`config.mk`:
```
export PLATFORM = sky130hd
export DESIGN_NAME = audio_clk_div
export DESIGN_NICKNAME = d
export VERILOG_FILES = /design/src/rtl/adiv_pkg.sv /design/src/rtl/adiv_rst_sync.sv /design/src/rtl/adiv_ctl_reg.sv /design/src/rtl/adiv_counter.sv /design/src/rtl/adiv_out.sv /design/src/rtl/audio_clk_div.sv
export SDC_FILE = /design/constraint.sdc
export NUM_CORES = 1
export LEC_CHECK = 0
export BUFFER_PORTS_ARGS = -buffer_cell sky130_fd_sc_hd__buf_2
export CAP_MARGIN = 20
export CORE_ASPECT_RATIO = 1.75
export CORE_MARGIN = 2
export CORE_UTILIZATION = 35
export CTS_CLUSTER_DIAMETER = 30
export DETAILED_ROUTE_END_ITERATION = 12
export MAX_ROUTING_LAYER = met4
export PLACE_DENSITY = 0.68
export SETUP_SLACK_MARGIN = 0.05
export SLEW_MARGIN = 0
export SYNTH_ARGS = -nofsm -noshare
export SYNTH_HDL_FRONTEND = slang
export SYNTH_SLANG_ARGS = --single-unit
```
`constraint.sdc`:
```
create_clock -name clk -period 2.4 [get_ports clk]
set_clock_uncertainty 0.1 [all_clocks]
set_input_delay 0.36 -clock clk [delete_from_list [all_inputs] [get_ports clk]]
set_output_delay 0.36 -clock clk [all_outputs]
set_load 0.05 [all_outputs]
```
`src/rtl/adiv_pkg.sv`:
```
package adiv_pkg;

  localparam int unsigned ADIV_REG_W = 32;
  localparam int unsigned ADIV_DIV_W = 16;
  localparam int unsigned ADIV_EN_W  = 2;

  typedef enum logic [1:0] {
    MODE_PASS = 2'd0,
    MODE_PARK = 2'd1,
    MODE_RUN  = 2'd2
  } adiv_mode_e;

endpackage

```
`src/rtl/adiv_rst_sync.sv`:
```
module adiv_rst_sync #(
  parameter int unsigned STAGES = 2
) (
  input  logic clk,
  input  logic arst_n,
  output logic srst_n
);

  logic [STAGES-1:0] sync_q;

  always_ff @(posedge clk or negedge arst_n) begin
    if (!arst_n) sync_q <= '0;
    else         sync_q <= {sync_q[STAGES-2:0], 1'b1};
  end

  assign srst_n = sync_q[STAGES-1];

endmodule

```
`src/rtl/adiv_ctl_reg.sv`:
```
module adiv_ctl_reg #(
  parameter int unsigned REG_W = 32,
  parameter int unsigned DIV_W = 16,
  parameter int unsigned EN_W  = 2
) (
  input  logic             clk,
  input  logic             rst_n,
  input  logic             wr_en,
  input  logic [REG_W-1:0] wr_data,
  output logic [DIV_W-1:0] div_q,
  output logic [EN_W-1:0]  en_q,
  output logic [DIV_W-1:0] div_d,
  output logic [EN_W-1:0]  en_d,
  output logic [REG_W-1:0] rd_data
);

  localparam int unsigned PAD_W = REG_W - DIV_W - EN_W;

  // next-state: write-through view of the word
  always_comb begin
    div_d = div_q;
    en_d  = en_q;
    if (wr_en) begin
      div_d = wr_data[REG_W-1 -: DIV_W];
      en_d  = wr_data[EN_W-1:0];
    end
  end

  always_ff @(posedge clk or negedge rst_n) begin
    if (!rst_n) begin
      div_q <= '0;
      en_q  <= '0;
    end else if (wr_en) begin
      div_q <= div_d;
      en_q  <= en_d;
    end
  end

  assign rd_data = {div_q, {PAD_W{1'b0}}, en_q};

endmodule

```
`src/rtl/adiv_counter.sv`:
```
module adiv_counter
  import adiv_pkg::*;
#(
  parameter int unsigned DIV_W = 16,
  parameter int unsigned EN_W  = 2
) (
  input  logic             clk,
  input  logic             rst_n,
  input  logic             wr_en,
  input  logic [DIV_W-1:0] div_d,
  input  logic [EN_W-1:0]  en_d,
  input  logic [EN_W-1:0]  en_q,
  input  logic             tick,
  output logic [DIV_W-1:0] act_div,
  output logic [DIV_W-1:0] phase,
  output logic             run,
  output adiv_mode_e       mode
);

  localparam logic [DIV_W-1:0] MIN_DIV = DIV_W'(2);
  localparam logic [DIV_W-1:0] ONE     = DIV_W'(1);

  logic [DIV_W-1:0] act_q, act_n;
  logic [DIV_W-1:0] ph_q, ph_n;
  logic             run_next;
  logic             load_en;

  assign run      = (&en_q) && (act_q >= MIN_DIV);
  assign run_next = (&en_d) && (div_d >= MIN_DIV);
  assign load_en  = wr_en || (run && tick);

  always_comb begin
    act_n = act_q;
    ph_n  = ph_q;
    if (wr_en && !(run && run_next)) begin
      // leaving, entering or staying out of the running state: load at once
      act_n = div_d;
      ph_n  = '0;
    end else if (run && tick) begin
      if (ph_q == act_q - ONE) begin
        ph_n  = '0;
        act_n = div_d;   // pending ratio takes over at the boundary
      end else begin
        ph_n  = ph_q + ONE;
      end
    end
  end

  always_ff @(posedge clk or negedge rst_n) begin
    if (!rst_n) begin
      act_q <= '0;
      ph_q  <= '0;
    end else if (load_en) begin
      act_q <= act_n;
      ph_q  <= ph_n;
    end
  end

  always_comb begin
    if (act_q < MIN_DIV) mode = MODE_PASS;
    else if (run)        mode = MODE_RUN;
    else                 mode = MODE_PARK;
  end

  assign act_div = act_q;
  assign phase   = ph_q;

endmodule

```
`src/rtl/adiv_out.sv`:
```
module adiv_out
  import adiv_pkg::*;
#(
  parameter int unsigned DIV_W = 16
) (
  input  adiv_mode_e       mode,
  input  logic [DIV_W-1:0] act_div,
  input  logic [DIV_W-1:0] phase,
  input  logic             tick,
  output logic             clk_out
);

  logic [DIV_W-1:0] high_len;

  assign high_len = act_div >> 1;

  always_comb begin
    case (mode)
      MODE_PASS: clk_out = tick;
      MODE_RUN:  clk_out = (phase < high_len);
      default:   clk_out = 1'b0;
    endcase
  end

endmodule

```
`src/rtl/audio_clk_div.sv`:
```
module audio_clk_div
  import adiv_pkg::*;
#(
  parameter int unsigned REG_W = ADIV_REG_W,
  parameter int unsigned DIV_W = ADIV_DIV_W,
  parameter int unsigned EN_W  = ADIV_EN_W
) (
  input  logic             clk,
  input  logic             rst_n,
  input  logic             wr_en,
  input  logic [REG_W-1:0] wr_data,
  output logic [REG_W-1:0] rd_data,
  input  logic             par_ce,
  output logic             aud_clk
);

  logic             rst_s;
  logic [DIV_W-1:0] div_q, div_d, act_div, phase;
  logic [EN_W-1:0]  en_q, en_d;
  logic             run_w;
  adiv_mode_e       mode;

  adiv_rst_sync #(.STAGES(2)) u_rst (
    .clk    (clk),
    .arst_n (rst_n),
    .srst_n (rst_s)
  );

  adiv_ctl_reg #(.REG_W(REG_W), .DIV_W(DIV_W), .EN_W(EN_W)) u_reg (
    .clk     (clk),
    .rst_n   (rst_s),
    .wr_en   (wr_en),
    .wr_data (wr_data),
    .div_q   (div_q),
    .en_q    (en_q),
    .div_d   (div_d),
    .en_d    (en_d),
    .rd_data (rd_data)
  );

  adiv_counter #(.DIV_W(DIV_W), .EN_W(EN_W)) u_cnt (
    .clk     (clk),
    .rst_n   (rst_s),
    .wr_en   (wr_en),
    .div_d   (div_d),
    .en_d    (en_d),
    .en_q    (en_q),
    .tick    (par_ce),
    .act_div (act_div),
    .phase   (phase),
    .run     (run_w),
    .mode    (mode)
  );

  adiv_out #(.DIV_W(DIV_W)) u_out (
    .mode    (mode),
    .act_div (act_div),
    .phase   (phase),
    .tick    (par_ce),
    .clk_out (aud_clk)
  );

  logic unused_div_q;
  assign unused_div_q = ^div_q;

endmodule

```
==> impl_metrics.prom <==
# TYPE chip_impl_metric gauge
chip_impl_metric{name="first_global_vias",unit=""} 3039
chip_impl_metric{name="total_track_usage",unit=""} 0.189
chip_impl_metric{name="place_hpwl",unit="um"} 7240
chip_impl_metric{name="final_cells",unit=""} 576
chip_impl_metric{name="route.final.wire_length",unit="um"} 9600
chip_impl_metric{name="cts.sinks",unit=""} 52
chip_impl_metric{name="drv_cap",unit=""} 0
chip_impl_info{name="holdCritPathClass",value="reg2async"} 1
chip_impl_metric{name="worst-slew-pin-transition",unit="ns"} 0.519
chip_impl_info{name="postSynth.topFlopCell",value="sky130_fd_sc_hd__dfrtp_1"} 1
chip_impl_metric{name="final_layout_size_suffix_gt1_frac",unit=""} 0.487
chip_impl_metric{name="clk_pin_slew",unit="ns"} 0.07
chip_impl_metric{name="via_count",unit=""} 2959
chip_impl_metric{name="relSlewSlack",unit=""} 0.651
chip_impl_metric{name="dp_slack",unit="ns"} -0.658
chip_impl_info{name="synth.top_cells.by_area",value="sky130_fd_sc_hd__dfrtp_1 39%, sky130_fd_sc_hd__mux2_2 8.8%, sky130_fd_sc_hd__ha_1 6.4%"} 1
chip_impl_metric{name="fp.coreArea",unit="um^2"} 9350
chip_impl_metric{name="number_of_buffers_inserted_during_clock_tree_synthesis",unit=""} 5
chip_impl_metric{name="std_cell_rows",unit=""} 47
chip_impl_metric{name="overflow",unit=""} 0
chip_impl_metric{name="grt_pass1_wl",unit="um"} 14700
chip_impl_metric{name="detail-route-antenna-nets",unit=""} 0
chip_impl_metric{name="n_antenna_cell",unit=""} 0
chip_impl_metric{name="timing.critical_path.fanout_max",unit=""} 16
chip_impl_metric{name="viasPerCell",unit=""} 5.14
chip_impl_metric{name="utilization",unit=""} 0.513
chip_impl_metric{name="critPathRequiredTime",unit="ns"} 2.48
chip_impl_metric{name="synthCells",unit=""} 326
chip_impl_metric{name="post-route-worst-setup-slack",unit="ns"} -0.629
chip_impl_metric{name="antenna_found_initial",unit=""} 0
chip_impl_metric{name="initial_utilization",unit=""} 0.355
chip_impl_metric{name="arrival",unit="ns"} 3.11
chip_impl_metric{name="power.leakage",unit="uW"} 0.00219
chip_impl_metric{name="drt_iter0_markers",unit=""} 103
chip_impl_info{name="synthDominantAreaCellType",value="sky130_fd_sc_hd__dfrtp_1"} 1
chip_impl_metric{name="die_w",unit="um"} 77.6
chip_impl_info{name="run_status",value="finished with violations"} 1
chip_impl_metric{name="final_net_count",unit=""} 506
chip_impl_metric{name="synth_async_sr_flop_share",unit=""} 1.00
chip_impl_metric{name="final_number_of_hold_violating_endpoints",unit=""} 0
chip_impl_metric{name="drt-wirelength-per-cell",unit="um"} 16.7
chip_impl_metric{name="yosys.area.top_type_share",unit=""} 0.392
chip_impl_metric{name="worst-r2r-cell-count",unit=""} 9
chip_impl_info{name="grt_setup_unrepaired",value="yes"} 1
chip_impl_info{name="netlist_top_cells_count",value="52 x sky130_fd_sc_hd__dfrtp_1, 26 x sky130_fd_sc_hd__mux2_2, 23 x sky130_fd_sc_hd__inv_1, 19 x sky130_fd_sc_hd__nor2_1, 18 x sky130_fd_sc_hd__nand2_1"} 1
chip_impl_info{name="crit_type",value="reg2reg"} 1
chip_impl_metric{name="syn-cell-area",unit="um^2"} 3320
chip_impl_metric{name="setup_tns",unit="ns"} -17.30
chip_impl_metric{name="synth_seq_area_share",unit=""} 0.392
chip_impl_info{name="tritoncts",value="yes"} 1
chip_impl_metric{name="finalCriticalPeriod",unit="ns"} 3.03
chip_impl_metric{name="pwrdens",unit="nW/um^2"} 597
chip_impl_info{name="clk_root_buffer_cell",value="sky130_fd_sc_hd__clkbuf_16"} 1
chip_impl_info{name="worst_setup_path_end_kind",value="register"} 1
chip_impl_metric{name="io_buffer_count",unit=""} 40
chip_impl_metric{name="grt_start_max_net_pins",unit=""} 32
chip_impl_metric{name="ys_types",unit=""} 50
chip_impl_info{name="synth_most_common_cell",value="sky130_fd_sc_hd__dfrtp_1"} 1
chip_impl_metric{name="drcViolationCount",unit=""} 0
chip_impl_metric{name="peak_vdd_ir",unit="V"} 0.000385
chip_impl_metric{name="cts_max_path_buffers",unit=""} 2
chip_impl_metric{name="ys.warnings.count",unit=""} 0
chip_impl_metric{name="clk-insertion-delay-late",unit="ns"} 0.30
chip_impl_info{name="violated_checks",value="negative setup slack"} 1
chip_impl_metric{name="finalSetupViolCount",unit=""} 33
chip_impl_metric{name="timing_max_transition_violations_final",unit=""} 0
chip_impl_metric{name="synthesis.area_per_instance",unit="um^2"} 10.2
chip_impl_metric{name="io_pins",unit=""} 69
chip_impl_metric{name="final_weighted_congestion_in_routability_driven_placement",unit=""} 0.903
chip_impl_metric{name="highest_clock_rate",unit="GHz"} 0.330
chip_impl_metric{name="finalPower",unit="uW"} 2860
chip_impl_metric{name="synth.ff_latch_count",unit=""} 52
chip_impl_info{name="startpoint_type",value="register"} 1
chip_impl_metric{name="die-height",unit="um"} 133
chip_impl_metric{name="htree_num_levels",unit=""} 2
chip_impl_metric{name="die_area",unit="um^2"} 10300
chip_impl_metric{name="finalCritPeriodShare",unit=""} 1.26
chip_impl_metric{name="area_growth_syn_to_layout",unit="%"} 44.4
chip_impl_metric{name="edff_count_synth",unit=""} 0
chip_impl_metric{name="detail_route.first_pass.iterations",unit=""} 6
chip_impl_metric{name="dpl.cell_count",unit=""} 553
worst paths after layout:
check / endpoint / start / slack (ns)
min in group clk: u_reg.en_q[0] / wr_data[0] / 0.21
worst min register to register: u_cnt.phase[4] / u_rst.sync_q[1] / 0.15
worst max-delay path: u_cnt.act_div[5] / u_cnt.act_div[3] / -0.63
worst min-delay path: u_cnt.phase[4] / u_rst.sync_q[1] / 0.15
worst max register to register: u_cnt.act_div[5] / u_cnt.act_div[3] / -0.63
max in group asynchronous: u_cnt.act_div[2] / u_rst.sync_q[1] / 1.50
power by group:
part	total (uW)	switching (uW)	internal [uW]
registers	1060	91.1	966
logic	1100	612	483
clock network	710	321	389
total	2860	1020	1840
registers in the layout, indices dropped and copies added, names as in the netlist:
register,cells
u_reg.div_q,16
u_reg.en_q,2
u_cnt.phase,16
u_cnt.act_div,16
u_rst.sync_q,2
cell families (layout without fill, tap and decap cells):
kind of cell | count (synthesis) | count (layout) | synth area share
multiplexers | 34 | 34 | 0.124
flip-flops | 52 | 52 | 0.392
AO/OA/AOI/OAI | 47 | 47 | 0.110
AND/OR/NAND/NOR | 104 | 104 | 0.171
buffers and inverters | 45 | 160 | 0.0712
adder cells (fa/ha/maj) | 17 | 17 | 0.0640
other | 2 | 15 | 0.00226
XOR/XNOR | 25 | 25 | 0.0659
metal layers:
metal | global-route usage | share of wire | vias up
met4 | 0.103 | 0.042 | 0
met2 | 0.359 | 0.58 | 61
li1 | - | - | 1411
met5 | - | 0 | -
met1 | 0.182 | 0.35 | 1462
met3 | 0.0164 | 0.023 | 25
layout make-up:
| cell class | instances | area (um^2) |
|---|---|---|
| Fill cell | 830 | 4550 |
| Multi-Input combinational cell | 242 | 2140 |
| Sequential cell | 52 | 1310 |
| Timing Repair Buffer | 129 | 958 |
| Tap cell | 122 | 153 |
| Clock buffer | 6 | 129 |
| Inverter | 23 | 91.3 |
| Clock inverter | 2 | 16.3 |
timing repair:
action	in CTS	in global routing
setup buffers	5	12
endpoints found under the hold margin	2	0
gates resized for setup	24	49
endpoints found under the setup margin	33	33
hold buffers	1	0
pin swaps	2	19
stage by stage:
| step | hold slack, ns | instance area (um^2) |
|---|---|---|
| after floorplan | -0.0356 | 3400 |
| after global placement | 0.0445 | 4180 |
| after detailed placement | 0.0492 | 4180 |
| final | 0.148 | 4800 |
| after CTS | 0.156 | 4470 |
| after global routing | 0.176 | 4800 |
critical path, cell delays in order (launching register included):
cell	delay (ns)
sky130_fd_sc_hd__dfrtp_2	0.44
sky130_fd_sc_hd__or4_4	0.56
sky130_fd_sc_hd__o41ai_2	0.32
sky130_fd_sc_hd__o32a_1	0.19
sky130_fd_sc_hd__a21oi_2	0.06
sky130_fd_sc_hd__a221oi_2	0.21
sky130_fd_sc_hd__nand3_2	0.15
sky130_fd_sc_hd__o41ai_4	0.32
sky130_fd_sc_hd__buf_12	0.22
sky130_fd_sc_hd__mux2_2	0.34
layout by cell type (no fill, tap or decap), drive strengths merged, types with 3 or more instances in the layout:
cell type,n
a31oi,7
conb,15
nor2,19
ha,17
o21ai,9
xnor2,15
inv,23
o22ai,3
nand2,18
clkbuf,6
dfrtp,52
a21oi,6
a21o,5
and3,9
nand4,12
nor4,12
nand3,11
mux2,34
nand2b,3
nor3,10
or4,3
xor2,10
o41ai,3
buf,128
No activity file was read; power rests on OpenSTA's default activity.
